===== src/rtl/fsl_pkg.sv =====
package fsl_pkg;

  typedef enum logic [2:0] {
    SQ_IDLE   = 3'd0,
    SQ_PROG   = 3'd1,
    SQ_WAKE   = 3'd2,
    SQ_STREAM = 3'd3,
    SQ_SETTLE = 3'd4
  } sq_state_t;

  typedef enum logic [1:0] {
    PH_LEAD,
    PH_SETUP,
    PH_HIGH,
    PH_TRAIL
  } bit_phase_t;

  localparam logic [2:0] RES_NONE         = 3'd0;
  localparam logic [2:0] RES_OK           = 3'd1;
  localparam logic [2:0] RES_NO_INIT_LOW  = 3'd2;
  localparam logic [2:0] RES_NO_INIT_HIGH = 3'd3;
  localparam logic [2:0] RES_NO_DONE      = 3'd4;

endpackage


===== src/rtl/fsl_sync.sv =====
module fsl_sync #(
  parameter int   STAGES  = 2,
  parameter logic RST_VAL = 1'b0
) (
  input  logic clk,
  input  logic rst,
  input  logic d,
  output logic q
);

  logic [STAGES-1:0] stg;

  genvar g;
  generate
    for (g = 0; g < STAGES; g++) begin : g_stage
      if (g == 0) begin : g_first
        always_ff @(posedge clk) begin
          if (rst) stg[0] <= RST_VAL;
          else     stg[0] <= d;
        end
      end else begin : g_next
        always_ff @(posedge clk) begin
          if (rst) stg[g] <= RST_VAL;
          else     stg[g] <= stg[g-1];
        end
      end
    end
  endgenerate

  assign q = stg[STAGES-1];

endmodule


===== src/rtl/fsl_poll_timer.sv =====
module fsl_poll_timer #(
  parameter int PERIOD = 50000,
  parameter int LIMIT  = 4
) (
  input  logic clk,
  input  logic rst,
  input  logic clr,
  output logic tick_o,
  output logic expired_o
);

  localparam int CW = $clog2(PERIOD + 1);
  localparam int NW = $clog2(LIMIT + 1);

  logic [CW-1:0] cyc;
  logic [NW-1:0] polls;

  always_ff @(posedge clk) begin
    if (rst || clr) begin
      cyc    <= '0;
      polls  <= '0;
      tick_o <= 1'b0;
    end else if (cyc == CW'(PERIOD - 1)) begin
      cyc    <= '0;
      tick_o <= 1'b1;
      if (polls != NW'(LIMIT)) polls <= polls + 1'b1;
    end else begin
      cyc    <= cyc + 1'b1;
      tick_o <= 1'b0;
    end
  end

  // true in the tick cycle of the LIMIT-th sample
  assign expired_o = (polls == NW'(LIMIT));

endmodule


===== src/rtl/fsl_bit_phaser.sv =====
module fsl_bit_phaser
  import fsl_pkg::*;
#(
  parameter int PHASE_CYCLES = 1
) (
  input  logic clk,
  input  logic rst,
  input  logic go_i,
  input  logic bit_i,
  output logic cclk_o,
  output logic din_o,
  output logic active_o,
  output logic done_o
);

  localparam int TW = $clog2(PHASE_CYCLES + 1);

  bit_phase_t    ph;
  logic [TW-1:0] tc;
  logic          bq;

  always_ff @(posedge clk) begin
    if (rst) begin
      ph       <= PH_LEAD;
      tc       <= '0;
      bq       <= 1'b1;
      active_o <= 1'b0;
      cclk_o   <= 1'b1;
      din_o    <= 1'b1;
      done_o   <= 1'b0;
    end else begin
      done_o <= 1'b0;
      if (!active_o) begin
        if (go_i) begin
          active_o <= 1'b1;
          ph       <= PH_LEAD;
          tc       <= '0;
          bq       <= bit_i;
          cclk_o   <= 1'b0;
          din_o    <= 1'b1;
        end
      end else if (tc != TW'(PHASE_CYCLES - 1)) begin
        tc <= tc + 1'b1;
      end else begin
        tc <= '0;
        case (ph)
          PH_LEAD: begin
            ph    <= PH_SETUP;
            din_o <= bq;
          end
          PH_SETUP: begin
            ph     <= PH_HIGH;
            cclk_o <= 1'b1;
          end
          PH_HIGH: begin
            ph    <= PH_TRAIL;
            din_o <= 1'b1;
          end
          default: begin
            ph       <= PH_LEAD;
            active_o <= 1'b0;
            done_o   <= 1'b1;
          end
        endcase
      end
    end
  end

endmodule


===== src/rtl/fsl_byte_shifter.sv =====
module fsl_byte_shifter #(
  parameter int W = 8
) (
  input  logic         clk,
  input  logic         rst,
  input  logic         clr,
  input  logic         load_i,
  input  logic [W-1:0] data_i,
  input  logic         last_i,
  input  logic         shift_i,
  output logic         bit_o,
  output logic         empty_o,
  output logic         final_o
);

  localparam int CNW = $clog2(W + 1);

  logic [W-1:0]   sr;
  logic [CNW-1:0] cnt;
  logic           lastq;

  always_ff @(posedge clk) begin
    if (rst || clr) begin
      sr    <= '0;
      cnt   <= '0;
      lastq <= 1'b0;
    end else if (load_i) begin
      sr    <= data_i;
      cnt   <= CNW'(W);
      lastq <= last_i;
    end else if (shift_i) begin
      sr  <= sr << 1;
      cnt <= cnt - 1'b1;
    end
  end

  assign bit_o   = sr[W-1];
  assign empty_o = (cnt == '0);
  assign final_o = lastq && (cnt == CNW'(1));

endmodule


===== src/rtl/fpga_serial_loader.sv =====
module fpga_serial_loader
  import fsl_pkg::*;
#(
  parameter int POLL_CYCLES  = 50000,
  parameter int MAX_POLLS    = 4,
  parameter int PHASE_CYCLES = 1,
  parameter int SYNC_STAGES  = 2,
  parameter int BYTE_W       = 8
) (
  input  logic              clk,
  input  logic              rst,
  input  logic              start_i,
  input  logic [BYTE_W-1:0] byte_data_i,
  input  logic              byte_valid_i,
  input  logic              byte_last_i,
  output logic              byte_ready_o,
  input  logic              tgt_init_i,
  input  logic              tgt_done_i,
  output logic              prog_n_o,
  output logic              cclk_o,
  output logic              din_o,
  output logic              busy_o,
  output logic [2:0]        result_o
);

  sq_state_t  state, nxt;
  logic       init_s, done_s;
  logic       tick, expired, tmr_clr, in_wait;
  logic       ph_go, ph_active, ph_done, sh_bit, sh_empty, sh_final;
  logic       sh_load, sh_clr;
  logic       fin;
  logic [2:0] fin_code;

  fsl_sync #(.STAGES(SYNC_STAGES), .RST_VAL(1'b1)) u_sync_init (
    .clk(clk), .rst(rst), .d(tgt_init_i), .q(init_s)
  );

  fsl_sync #(.STAGES(SYNC_STAGES), .RST_VAL(1'b0)) u_sync_done (
    .clk(clk), .rst(rst), .d(tgt_done_i), .q(done_s)
  );

  fsl_poll_timer #(.PERIOD(POLL_CYCLES), .LIMIT(MAX_POLLS)) u_timer (
    .clk(clk), .rst(rst), .clr(tmr_clr), .tick_o(tick), .expired_o(expired)
  );

  fsl_bit_phaser #(.PHASE_CYCLES(PHASE_CYCLES)) u_phaser (
    .clk(clk), .rst(rst), .go_i(ph_go), .bit_i(sh_bit),
    .cclk_o(cclk_o), .din_o(din_o), .active_o(ph_active), .done_o(ph_done)
  );

  fsl_byte_shifter #(.W(BYTE_W)) u_shifter (
    .clk(clk), .rst(rst), .clr(sh_clr), .load_i(sh_load),
    .data_i(byte_data_i), .last_i(byte_last_i), .shift_i(ph_done),
    .bit_o(sh_bit), .empty_o(sh_empty), .final_o(sh_final)
  );

  always_comb begin
    nxt      = state;
    fin      = 1'b0;
    fin_code = RES_NONE;
    case (state)
      SQ_IDLE: begin
        if (start_i) nxt = SQ_PROG;
      end
      SQ_PROG: begin
        if (tick) begin
          if (!init_s) begin
            nxt = SQ_WAKE;
          end else if (expired) begin
            nxt      = SQ_IDLE;
            fin      = 1'b1;
            fin_code = RES_NO_INIT_LOW;
          end
        end
      end
      SQ_WAKE: begin
        if (tick) begin
          if (init_s) begin
            nxt = SQ_STREAM;
          end else if (expired) begin
            nxt      = SQ_IDLE;
            fin      = 1'b1;
            fin_code = RES_NO_INIT_HIGH;
          end
        end
      end
      SQ_STREAM: begin
        if (ph_done && sh_final) nxt = SQ_SETTLE;
      end
      SQ_SETTLE: begin
        if (tick) begin
          if (done_s) begin
            nxt      = SQ_IDLE;
            fin      = 1'b1;
            fin_code = RES_OK;
          end else if (expired) begin
            nxt      = SQ_IDLE;
            fin      = 1'b1;
            fin_code = RES_NO_DONE;
          end
        end
      end
      default: nxt = SQ_IDLE;
    endcase
  end

  assign in_wait = (state == SQ_PROG) || (state == SQ_WAKE) || (state == SQ_SETTLE);
  // restart the poll interval on every entry into a wait
  assign tmr_clr = !in_wait || (nxt != state);

  // a new bit or byte is only handled once the previous bit has fully retired
  assign byte_ready_o = (state == SQ_STREAM) && sh_empty && !ph_active && !ph_done;
  assign sh_load      = byte_ready_o && byte_valid_i;
  assign ph_go        = (state == SQ_STREAM) && !sh_empty && !ph_active && !ph_done;
  assign sh_clr       = (state == SQ_IDLE);

  always_ff @(posedge clk) begin
    if (rst) begin
      state    <= SQ_IDLE;
      prog_n_o <= 1'b1;
      busy_o   <= 1'b0;
      result_o <= RES_NONE;
    end else begin
      state    <= nxt;
      prog_n_o <= (nxt != SQ_PROG);
      if (state == SQ_IDLE && start_i) begin
        busy_o   <= 1'b1;
        result_o <= RES_NONE;
      end else if (fin) begin
        busy_o   <= 1'b0;
        result_o <= fin_code;
      end
    end
  end

endmodule


===== config.mk =====
export PLATFORM = sky130hd
export DESIGN_NAME = fpga_serial_loader
export DESIGN_NICKNAME = d
export VERILOG_FILES = /design/src/rtl/fsl_pkg.sv /design/src/rtl/fsl_sync.sv /design/src/rtl/fsl_poll_timer.sv /design/src/rtl/fsl_bit_phaser.sv /design/src/rtl/fsl_byte_shifter.sv /design/src/rtl/fpga_serial_loader.sv
export SDC_FILE = /design/constraint.sdc
export NUM_CORES = 1
export LEC_CHECK = 0
export ABC_AREA = 1
export BUFFER_PORTS_ARGS = -buffer_cell sky130_fd_sc_hd__buf_2
export CORE_MARGIN = 1.5
export CORE_UTILIZATION = 30
export CTS_BUF_LIST = sky130_fd_sc_hd__clkbuf_4
export DETAILED_ROUTE_END_ITERATION = 6
export PLACE_DENSITY = 0.55
export SLEW_MARGIN = 20
export SYNTH_ARGS = -nofsm -noshare
export SYNTH_HDL_FRONTEND = slang
export SYNTH_SLANG_ARGS = --single-unit
export TNS_END_PERCENT = 10

===== constraint.sdc =====
create_clock -name clk -period 3.08 [get_ports clk]
set_input_delay 0.616 -clock clk [delete_from_list [all_inputs] [get_ports clk]]
set_output_delay 0.616 -clock clk [all_outputs]
set_load 0.1 [all_outputs]

==> summary.txt, run 1 <==
Status
  – Status: complete, no violations

Route
  – Final ANT Viol Nets: 0
  – Wirelength per Cell: 9.916 um
  – DR pass1 iterations: 4
  – Final wirelength: 4.750 mm
  – Detailed Route Iter0 Violations: 78
  – Vias: 2072
  – DR vias/cell: 4.326
  – DR DRC count: 0

Place
  – IO Port Bufs: 22
  – Pre-CTS setup slack: between 1 and 1.5 ns
  – Post-DP Area: 0.002811 mm2
  – Placed wire-length estimate: 3.660 mm
  – RD Place Congestion: 0.7925

Power and ir drop
  – Peak VDD IR: 166.4 uV
  – Clk network pwr share: 0.349
  – Switching share of power: 0.2349
  – Cell Pwr Density: 396.0 mW/mm2
  – Switching power: 269.0 uW
  – Logic gate share of total power: 0.054
  – Total power: 1145 uW
  – Leak pwr: 0.001086 uW
  – Sequential power share: 0.597
  – Internal power: 876.0 uW

Setup path
  – Crit path max-delay family: flip-flops
  – Critical path class: flop to output port
  – Crit path depth: 3
  – Crit. Startpoint: state[0]
  – RR Endpoint: u_timer.cyc[0]
  – Worst r2r src: u_phaser.done_o
  – Worst Setup EP: byte_ready_o
  – CP max FO: 8
  – CP Buf/Inv Count: 1
  – CP max stage delay: 0.59 ns
  – R2R depth: 10
  – CP Cell Sequence: nand2_2 > nor3_2 > buf_2
  – Worst path required time: 2.46 ns
  – CP arrival: ~1.8 ns
  – R2r setup slk: 1.16 ns
  – Worst setup SP type: flop
  – CP endpoint kind: output port
  – Slowest-stage cell, CP: dfxtp_1

Logic synthesis
  – Cells after Synth: 348
  – EDFF count, synth: 0
  – Synth async-reset ratio: 0
  – Mean area per synthesized cell: approximately 7.5 um2
  – Synthesized Nets: 373
  – Netlist cell types: 30
  – Top_reg_cell synth: dfxtp_1
  – Number of synthesized register bits: 52
  – Synth warn: 0
  – Post-synthesis sequential area ratio: 0.3998
  – Synthesized area: 0.002604 mm2

Timing
  – RSZ-0062 raised after global routing: no
  – Rel. slew slack: 0.6785
  – Hold Vio Cnt, Final: 0
  – Max Transition Viols Final: 0
  – Setup TNS: 0 ns
  – Fmax: approximately 420 MHz
  – # setup viols final: 0
  – Slack of the critical path: 0.7011 ns
  – Post-route clock period utilization: 0.7724
  – Final critical-path required period: 2.379 ns
  – Clk_skew: 0.02932 ns
  – Actual slew at the worst max-slew pin: a little under 0.5 ns

Clock network
  – Clock transition at path regs: 0.17 ns
  – H-tree depth: 2
  – CTS resizes: 0
  – TritonCTS buffer count: 5
  – Clock tree sinks: 52
  – Post-CTS Setup Inserts: 0
  – CTS tree: yes
  – Hold-fix buffers at CTS: 0
  – Max clock buf depth: 2
  – CTS root buffer: clkbuf_4
  – Clk_lat worst skew: around 0.38 ns

Die
  – Core box area: 0.008299 mm2
  – Starting Density: 0.3137
  – Die Wd: 96.16 um
  – Die H: 96.16 um
  – Die area: 0.009247 mm2
  – Ports: 23
  – Rows: 33

Run
  – Max_cap viols: 0

GRT
  – Total congestion overflow: 0
  – Number of global-route vias before repair: 2061
  – First-pass GRT wire length: 8.445 mm
  – Antenna violations before repair: 0
  – Largest net degree at the start of global routing: 17
  – Gr usage total: 0.1174

Layout
  – Nets: 398
  – Area Growth Syn to Fin: 11.05%
  – Share of cells above drive strength 1: 0.1684
  – Most common cell after layout, fill and taps aside: nand2_1
  – Number of fill cells: between 800 and 900
  – Post-route cell area: 0.002892 mm2
  – Most frequent cells in the layout: nand2_1 (83), dfxtp_1 (52), inv_1 (47), nor2_1 (39), nand3_1 (23)
  – Diode count: 0

Hold path
  – Worst min path class: primary input to flop
==> sequential cells by signal (all words and copies together) (netlist names), 2 cells and up <==
register / flops
u_phaser.ph: 2
state: 3
u_shifter.cnt: 4
u_timer.cyc: 16
u_timer.polls: 3
u_shifter.sr: 8
result_o: 3
==> power by group through the flow <==
stage / Sequential (uW) / Combinational (uW) / Clock, uW
finish: 684 / 62.2 / 399
global route: 685 / 69.3 / 438
CTS: 684 / 63.1 / 412
detailed placement: 698 / 63.0 / 0
global placement: 698 / 62.5 / 0
floorplan: 710 / 36.6 / 0
==> synth_stat cells, drive strengths merged, types with 2 or more instances <==
| cell | instances | area share |
|---|---|---|
| buf | 2 | 0.012 |
| nor3 | 5 | 0.0096 |
| nand2 | 86 | 0.13 |
| o21ai | 7 | 0.013 |
| nand4 | 5 | 0.012 |
| ha | 10 | 0.048 |
| nand3 | 27 | 0.062 |
| or2 | 3 | 0.0072 |
| xor2 | 14 | 0.047 |
| clkbuf | 2 | 0.0029 |
| dfxtp | 52 | 0.40 |
| inv | 51 | 0.075 |
| xnor2 | 3 | 0.010 |
| nor2 | 55 | 0.12 |
| clkinv | 3 | 0.0048 |
| a21oi | 12 | 0.023 |
| a31oi | 8 | 0.019 |
==> stage by stage <==
step,hold WS (ns),utilization,cells
final,0.4047,0.3484,479
after global routing,0.3863,0.3484,479
after CTS,0.4016,0.3484,479
after detailed placement,0.3963,0.3388,471
after global placement,0.4011,0.3388,471
after floorplan,0.3883,-,348
==> worst min-delay path by stage <==
stage / startpoint / end / slack (ns) / cells past startpoint
global placement: u_sync_init.stg[0] / u_sync_init.q / 0.40 / 1
finish: tgt_init_i / u_sync_init.stg[0] / 0.40 / 2
global route: tgt_init_i / u_sync_init.stg[0] / 0.39 / 2
CTS: tgt_init_i / u_sync_init.stg[0] / 0.40 / 2
floorplan: u_sync_done.stg[0] / u_sync_done.q / 0.39 / 2
detailed placement: u_sync_init.stg[0] / u_sync_init.q / 0.40 / 1
==> metal layers <==
metal / up-vias / share of wire / GRT usage
li1: 1129 / - / -
met1: 904 / 0.48 / 0.1424
met2: 30 / 0.47 / 0.1989
met3: 9 / 0.028 / 0.02370
met4: 0 / 0.019 / 0.05270
met5: - / 0 / 0
==> cell families after synthesis <==
logic type / count (synthesis) / share of synthesized area
and+or+nand+nor: 181 / 0.3340
xor gates and xnor gates: 17 / 0.05719
buffers and inverters: 58 / 0.09515
DFF: 52 / 0.3998
AOI/OAI and AO/OA: 30 / 0.06584
adders and majority gates: 10 / 0.04805
==> layout make-up <==
cell class | instances | area, um2 | area share
clock buffers | 6 | 45.04 | 0.01558
clock inverters | 2 | 35.03 | 0.01212
inverters | 54 | 209.0 | 0.07226
multi-input cells | 238 | 1320 | 0.4565
flip-flops and latches | 52 | 1041 | 0.3600
well taps | 105 | 131.4 | 0.04543
repair buffers | 22 | 110.1 | 0.03808
(Power assumes the default switching activity.)
==> run 2, diff against run 1 <==
==> constraint.sdc (replaced) <==
create_clock -name clk -period 2.5 [get_ports clk]
set_input_delay 0.5 -clock clk [delete_from_list [all_inputs] [get_ports clk]]
set_output_delay 0.5 -clock clk [all_outputs]
set_load 0.1 [all_outputs]
==> run 2 against run 1 <==
Combinational power up 22%; via count up 0.29%; non-clock buffer count unchanged; global-route usage down 0.19 points; core utilization down 0.15 points; clock skew down 0.014 ns; sequential cell count unchanged; worst hold slack worse by 0.10 ns; first-iteration DRC count down 27%; setup slack worse by 0.46 ns; wire length down 1.5%; register-to-register slack worse by 0.50 ns.
==> summary.txt, run 2 (synthesis results as in run 1) <==
Timing
  – Clk_skew: around 0.015 ns
  – Actual slew at the worst max-slew pin: 0.4870 ns
  – Max Transition Viols Final: 0
  – Setup TNS: 0 ns
  – Slack of the critical path: 0.2431 ns
  – Post-route clock period utilization: 0.9028
  – Hold Vio Cnt, Final: 0
  – Final critical-path required period: 2.257 ns
  – # setup viols final: 0
  – RSZ-0062 raised after global routing: no
  – Fmax: around 440 MHz
  – Rel. slew slack: 0.6776

Route
  – Final wirelength: 4.679 mm
  – Vias: 2078
  – Final ANT Viol Nets: 0
  – DR vias/cell: 4.356
  – Wirelength per Cell: 9.809 um
  – DR DRC count: 0
  – Detailed Route Iter0 Violations: 57
  – DR pass1 iterations: 4

GRT
  – Number of global-route vias before repair: 2053
  – Largest net degree at the start of global routing: 17
  – Total congestion overflow: 0
  – Gr usage total: 0.1155
  – First-pass GRT wire length: 8.445 mm
  – Antenna violations before repair: 0

Clock network
  – TritonCTS buffer count: 5
  – Hold-fix buffers at CTS: 0
  – Clock tree sinks: 52
  – Max clock buf depth: 2
  – CTS root buffer: clkbuf_4
  – CTS resizes: 0
  – Clk_lat worst skew: 0.36 ns
  – H-tree depth: 2
  – Post-CTS Setup Inserts: 0
  – CTS tree: yes
  – Clock transition at path regs: 0.15 ns

Die
  – Core box area: 0.008299 mm2
  – Die area: approximately 0.0092 mm2
  – Starting Density: 0.3137
  – Die Wd: 96.16 um
  – Rows: 33
  – Ports: 23
  – Die H: 96.16 um

Setup path
  – Worst setup SP type: flop
  – Worst path required time: 2.00 ns
  – CP Cell Sequence: inv_2 > nor2_2 > nand2_2 > nor3_2 > buf_2
  – Critical path class: flop to output port
  – CP max stage delay: 0.45 ns
  – CP endpoint kind: output port
  – CP arrival: 1.76 ns
  – CP Buf/Inv Count: 2
  – Crit path max-delay family: buffers and inverters
  – Slowest-stage cell, CP: buf_2
  – CP max FO: 3

Layout
  – Nets: 398
  – Post-route cell area: about 0.0029 mm2
  – Most frequent cells in the layout: nand2_1 (83), dfxtp_1 (52), inv_1 (47), nor2_1 (39), nand3_1 (23)
  – Top reg by flops: u_timer.cyc
  – Final std cells w/o fill: 477
  – Most common cell after layout, fill and taps aside: nand2_1
  – Largest registers: u_timer.cyc: 16 flops, u_shifter.sr: 8 flops, u_shifter.cnt: 4 flops
  – Area Growth Syn to Fin: 10.57%
  – Largest register FFs: 16
  – Share of cells above drive strength 1: 0.1640
  – Diode count: 0

Status
  – Status: complete, no violations

Run
  – Max_cap viols: 0

Place
  – Post-DP Area: 0.002811 mm2
  – RD Place Congestion: 0.8068
  – IO Port Bufs: 22
  – Pre-CTS setup slack: 0.6505 ns
  – Placed instance count: approximately 470
  – Placed wire-length estimate: ~3.6 mm

Power and ir drop
  – Leak pwr: 0.001077 uW
  – Peak VDD IR: ~280 uV
  – Cell Pwr Density: 477.3 mW/mm2

Hold path
  – Worst min path class: primary input to flop
-- run 2: cell count changes in the layout (fill, tap and decap cells not counted) --
| cell | before | now |
|---|---|---|
| clkinv_2 | 2 | 1 |
| clkbuf_4 | 6 | 5 |
-- run 2: routing by layer --
metal  GRT usage  wire, um  up-vias
li1            -         -     1127
met1      0.1364      2292      922
met2      0.2019      2192       23
met3     0.02607       135        6
met4     0.04412        59        0
met5           0         0        -
-- run 2: layout make-up --
type | instances | area (um2)
Clock buffer | 5 | 37.54
Clock inverter | 1 | 30.03
Fill cell | 881 | 5420
Inverter | 54 | 209.0
Multi-Input combinational cell | 238 | 1320
Sequential cell | 52 | 1041
Tap cell | 105 | 131.4
Timing Repair Buffer | 22 | 110.1
-- run 2: worst paths after layout --
path | startpoint | end | slack, ns | cells after the start
setup / recovery | state[1] | byte_ready_o | 0.24 | 5
setup reg to reg | u_timer.polls[0] | u_timer.cyc[1] | 0.66 | 9
hold / removal | tgt_init_i | u_sync_init.stg[0] | 0.30 | 2
hold reg to reg | u_sync_done.stg[0] | u_sync_done.q | 0.42 | 2
-- run 2: per-stage QoR --
stage	util	hold slack, ns	total power, uW
floorplan	-	0.3883	920.0
global placement	0.3388	0.3979	937.5
detailed placement	0.3388	0.3993	938.0
CTS	0.3469	0.2862	1398
global route	0.3469	0.2636	1434
finish	0.3469	0.3040	1374
-- run 2: power by group --
group / total (uW) / switching (uW) / internal (uW)
Combinational: 75.8 / 54.1 / 21.7
Clock: 456 / 255 / 201
Sequential: 843 / 6.37 / 836
==> run 3, diff against run 2 <==
--- a/config.mk
+++ b/config.mk
@@ -6,7 +6,7 @@
 export NUM_CORES = 1
 export LEC_CHECK = 0
 export ABC_AREA = 1
-export BUFFER_PORTS_ARGS = -buffer_cell sky130_fd_sc_hd__buf_2
+export BUFFER_PORTS_ARGS = -buffer_cell sky130_fd_sc_hd__buf_4
 export CORE_MARGIN = 1.5
 export CORE_UTILIZATION = 30
 export CTS_BUF_LIST = sky130_fd_sc_hd__clkbuf_4
==> run 3 against run 2 <==
Sequential cell count stayed put; non-clock buffer count stayed put; clock-buffer cell count stayed put; critical path depth is 2 lower; design area is 1.9% higher; global-route usage is 0.12 points lower; clock power hardly changed; critical path type unchanged.
==> summary.txt, run 3 (synthesis results as in run 1) <==
Route
  – DR DRC count: 0
  – DR vias/cell: ~4.4
  – Final wirelength: 4.700 mm
  – Vias: about 2100
  – Wirelength per Cell: 9.853 um
  – Final ANT Viol Nets: 0
  – Detailed Route Iter0 Violations: 55
  – DR pass1 iterations: 4

Place
  – Post-DP Area: 0.002867 mm2
  – IO Port Bufs: 22
  – Placed wire-length estimate: roughly 3.6 mm
  – RD Place Congestion: 0.8416
  – Pre-CTS setup slack: 0.6413 ns

Setup path
  – Worst path required time: roughly 2 ns
  – R2R depth: 8
  – Critical path class: flop to output port
  – CP max FO: 8
  – Worst setup SP type: flop
  – CP Cell Sequence: nand2_2 > nor3_2 > buf_4
  – Slowest-stage cell, CP: dfxtp_1
  – CP arrival: about 1.6 ns
  – CP max stage delay: 0.60 ns
  – CP endpoint kind: output port

Die
  – Ports: 23
  – Starting Density: 0.3137
  – Rows: 33
  – Core box area: between 0.008 and 0.009 mm2
  – Die Wd: 96.16 um
  – Die H: 96.16 um
  – Die area: 0.009247 mm2

Clock network
  – H-tree depth: 2
  – Clock tree sinks: 52
  – CTS tree: yes
  – Post-CTS Setup Inserts: 0
  – Max clock buf depth: 2
  – CTS resizes: 0
  – Clk_lat worst skew: 0.37 ns
  – Clock transition at path regs: 0.15 ns
  – CTS root buffer: clkbuf_4
  – Hold-fix buffers at CTS: 0
  – TritonCTS buffer count: 5

Timing
  – Min Hold Slack: slightly above 0.3 ns
  – Post-route clock period utilization: 0.8471
  – Setup TNS: 0 ns
  – Rel. slew slack: 0.7251
  – Actual slew at the worst max-slew pin: 0.4117 ns
  – RSZ-0062 raised after global routing: no
  – Final critical-path required period: between 2 and 2.5 ns
  – Fmax: 472.2 MHz
  – Clk_skew: roughly 0.022 ns
  – Slack of the critical path: approximately 0.38 ns
  – Max Transition Viols Final: 0
  – Hold Vio Cnt, Final: 0
  – # setup viols final: 0

Layout
  – Most frequent cells in the layout: nand2_1 (83), dfxtp_1 (52), inv_1 (47), nor2_1 (39), nand3_1 (23)
  – Nets: 398
  – Multi-input gate area: approximately 0.0013 mm2
  – Top reg by flops: u_timer.cyc
  – Most common cell after layout, fill and taps aside: nand2_1
  – Largest register FFs: 16
  – Post-route cell area: 0.002934 mm2
  – Area Growth Syn to Fin: 12.69%
  – Share of cells above drive strength 1: 0.1640
  – Core Util, Final: 0.3535
  – Largest registers: u_timer.cyc: 16 flops, u_shifter.sr: 8 flops, u_shifter.cnt: 4 flops
  – Register Area: 0.001041 mm2
  – Diode count: 0
  – Number of fill cells: 888

Power and ir drop
  – Peak VDD IR: around 190 uV
  – Cell Pwr Density: roughly 470 mW/mm2
  – Leak pwr: ~0.0011 uW

GRT
  – Number of global-route vias before repair: roughly 2000
  – First-pass GRT wire length: ~8.4 mm
  – Antenna violations before repair: 0
  – Gr usage total: 0.1143
  – Largest net degree at the start of global routing: 17
  – Total congestion overflow: 0

Hold path
  – Worst hold path cell count: 2
  – Worst min path class: primary input to flop

Status
  – Status: complete, no violations

Run
  – Max_cap viols: 0
==> run 3: final timing paths <==
check | start | to | slack, ns
min reg2reg | u_sync_done.stg[0] | u_sync_done.q | 0.41
min | tgt_init_i | u_sync_init.stg[0] | 0.30
max | state[0] | byte_ready_o | 0.38
max reg2reg | u_phaser.done_o | u_timer.cyc[3] | 0.65
==> run 3: where the power goes <==
part	total, uW	internal (uW)	switching [uW]	leakage, uW
Clock	456	201	255	0.0000371
Combinational	83.4	29.2	54.2	0.000637
Sequential	843	836	6.76	0.000421
==> run 3: cell type report <==
cell class	count	area share
clock buffer	5	0.01279
clock inverter	1	0.01023
inverter	54	0.07122
multi-input combinational	238	0.4499
sequential	52	0.3548
tap	105	0.04478
timing repair buffer	22	0.05629
==> run 3: critical path: cells and delay by family, from the launching register on <==
family	cells	cell delay, ns
buf+inv	1	0.31
flops	1	0.60
simple gates	2	0.34
==> run 3: per-stage QoR <==
step,std cells,total power (uW)
after global placement,471,945.7
after floorplan,348,920.0
after global routing,477,1451
after CTS,477,1408
final,477,1382
after detailed placement,471,945.6
==> run 3: routing by layer <==
layer,vias up,part of all wire,global-route usage
met4,0,0.012,0.03922
met1,934,0.51,0.1436
li1,1133,-,-
met5,-,0,0
met2,21,0.45,0.1901
met3,6,0.028,0.02765
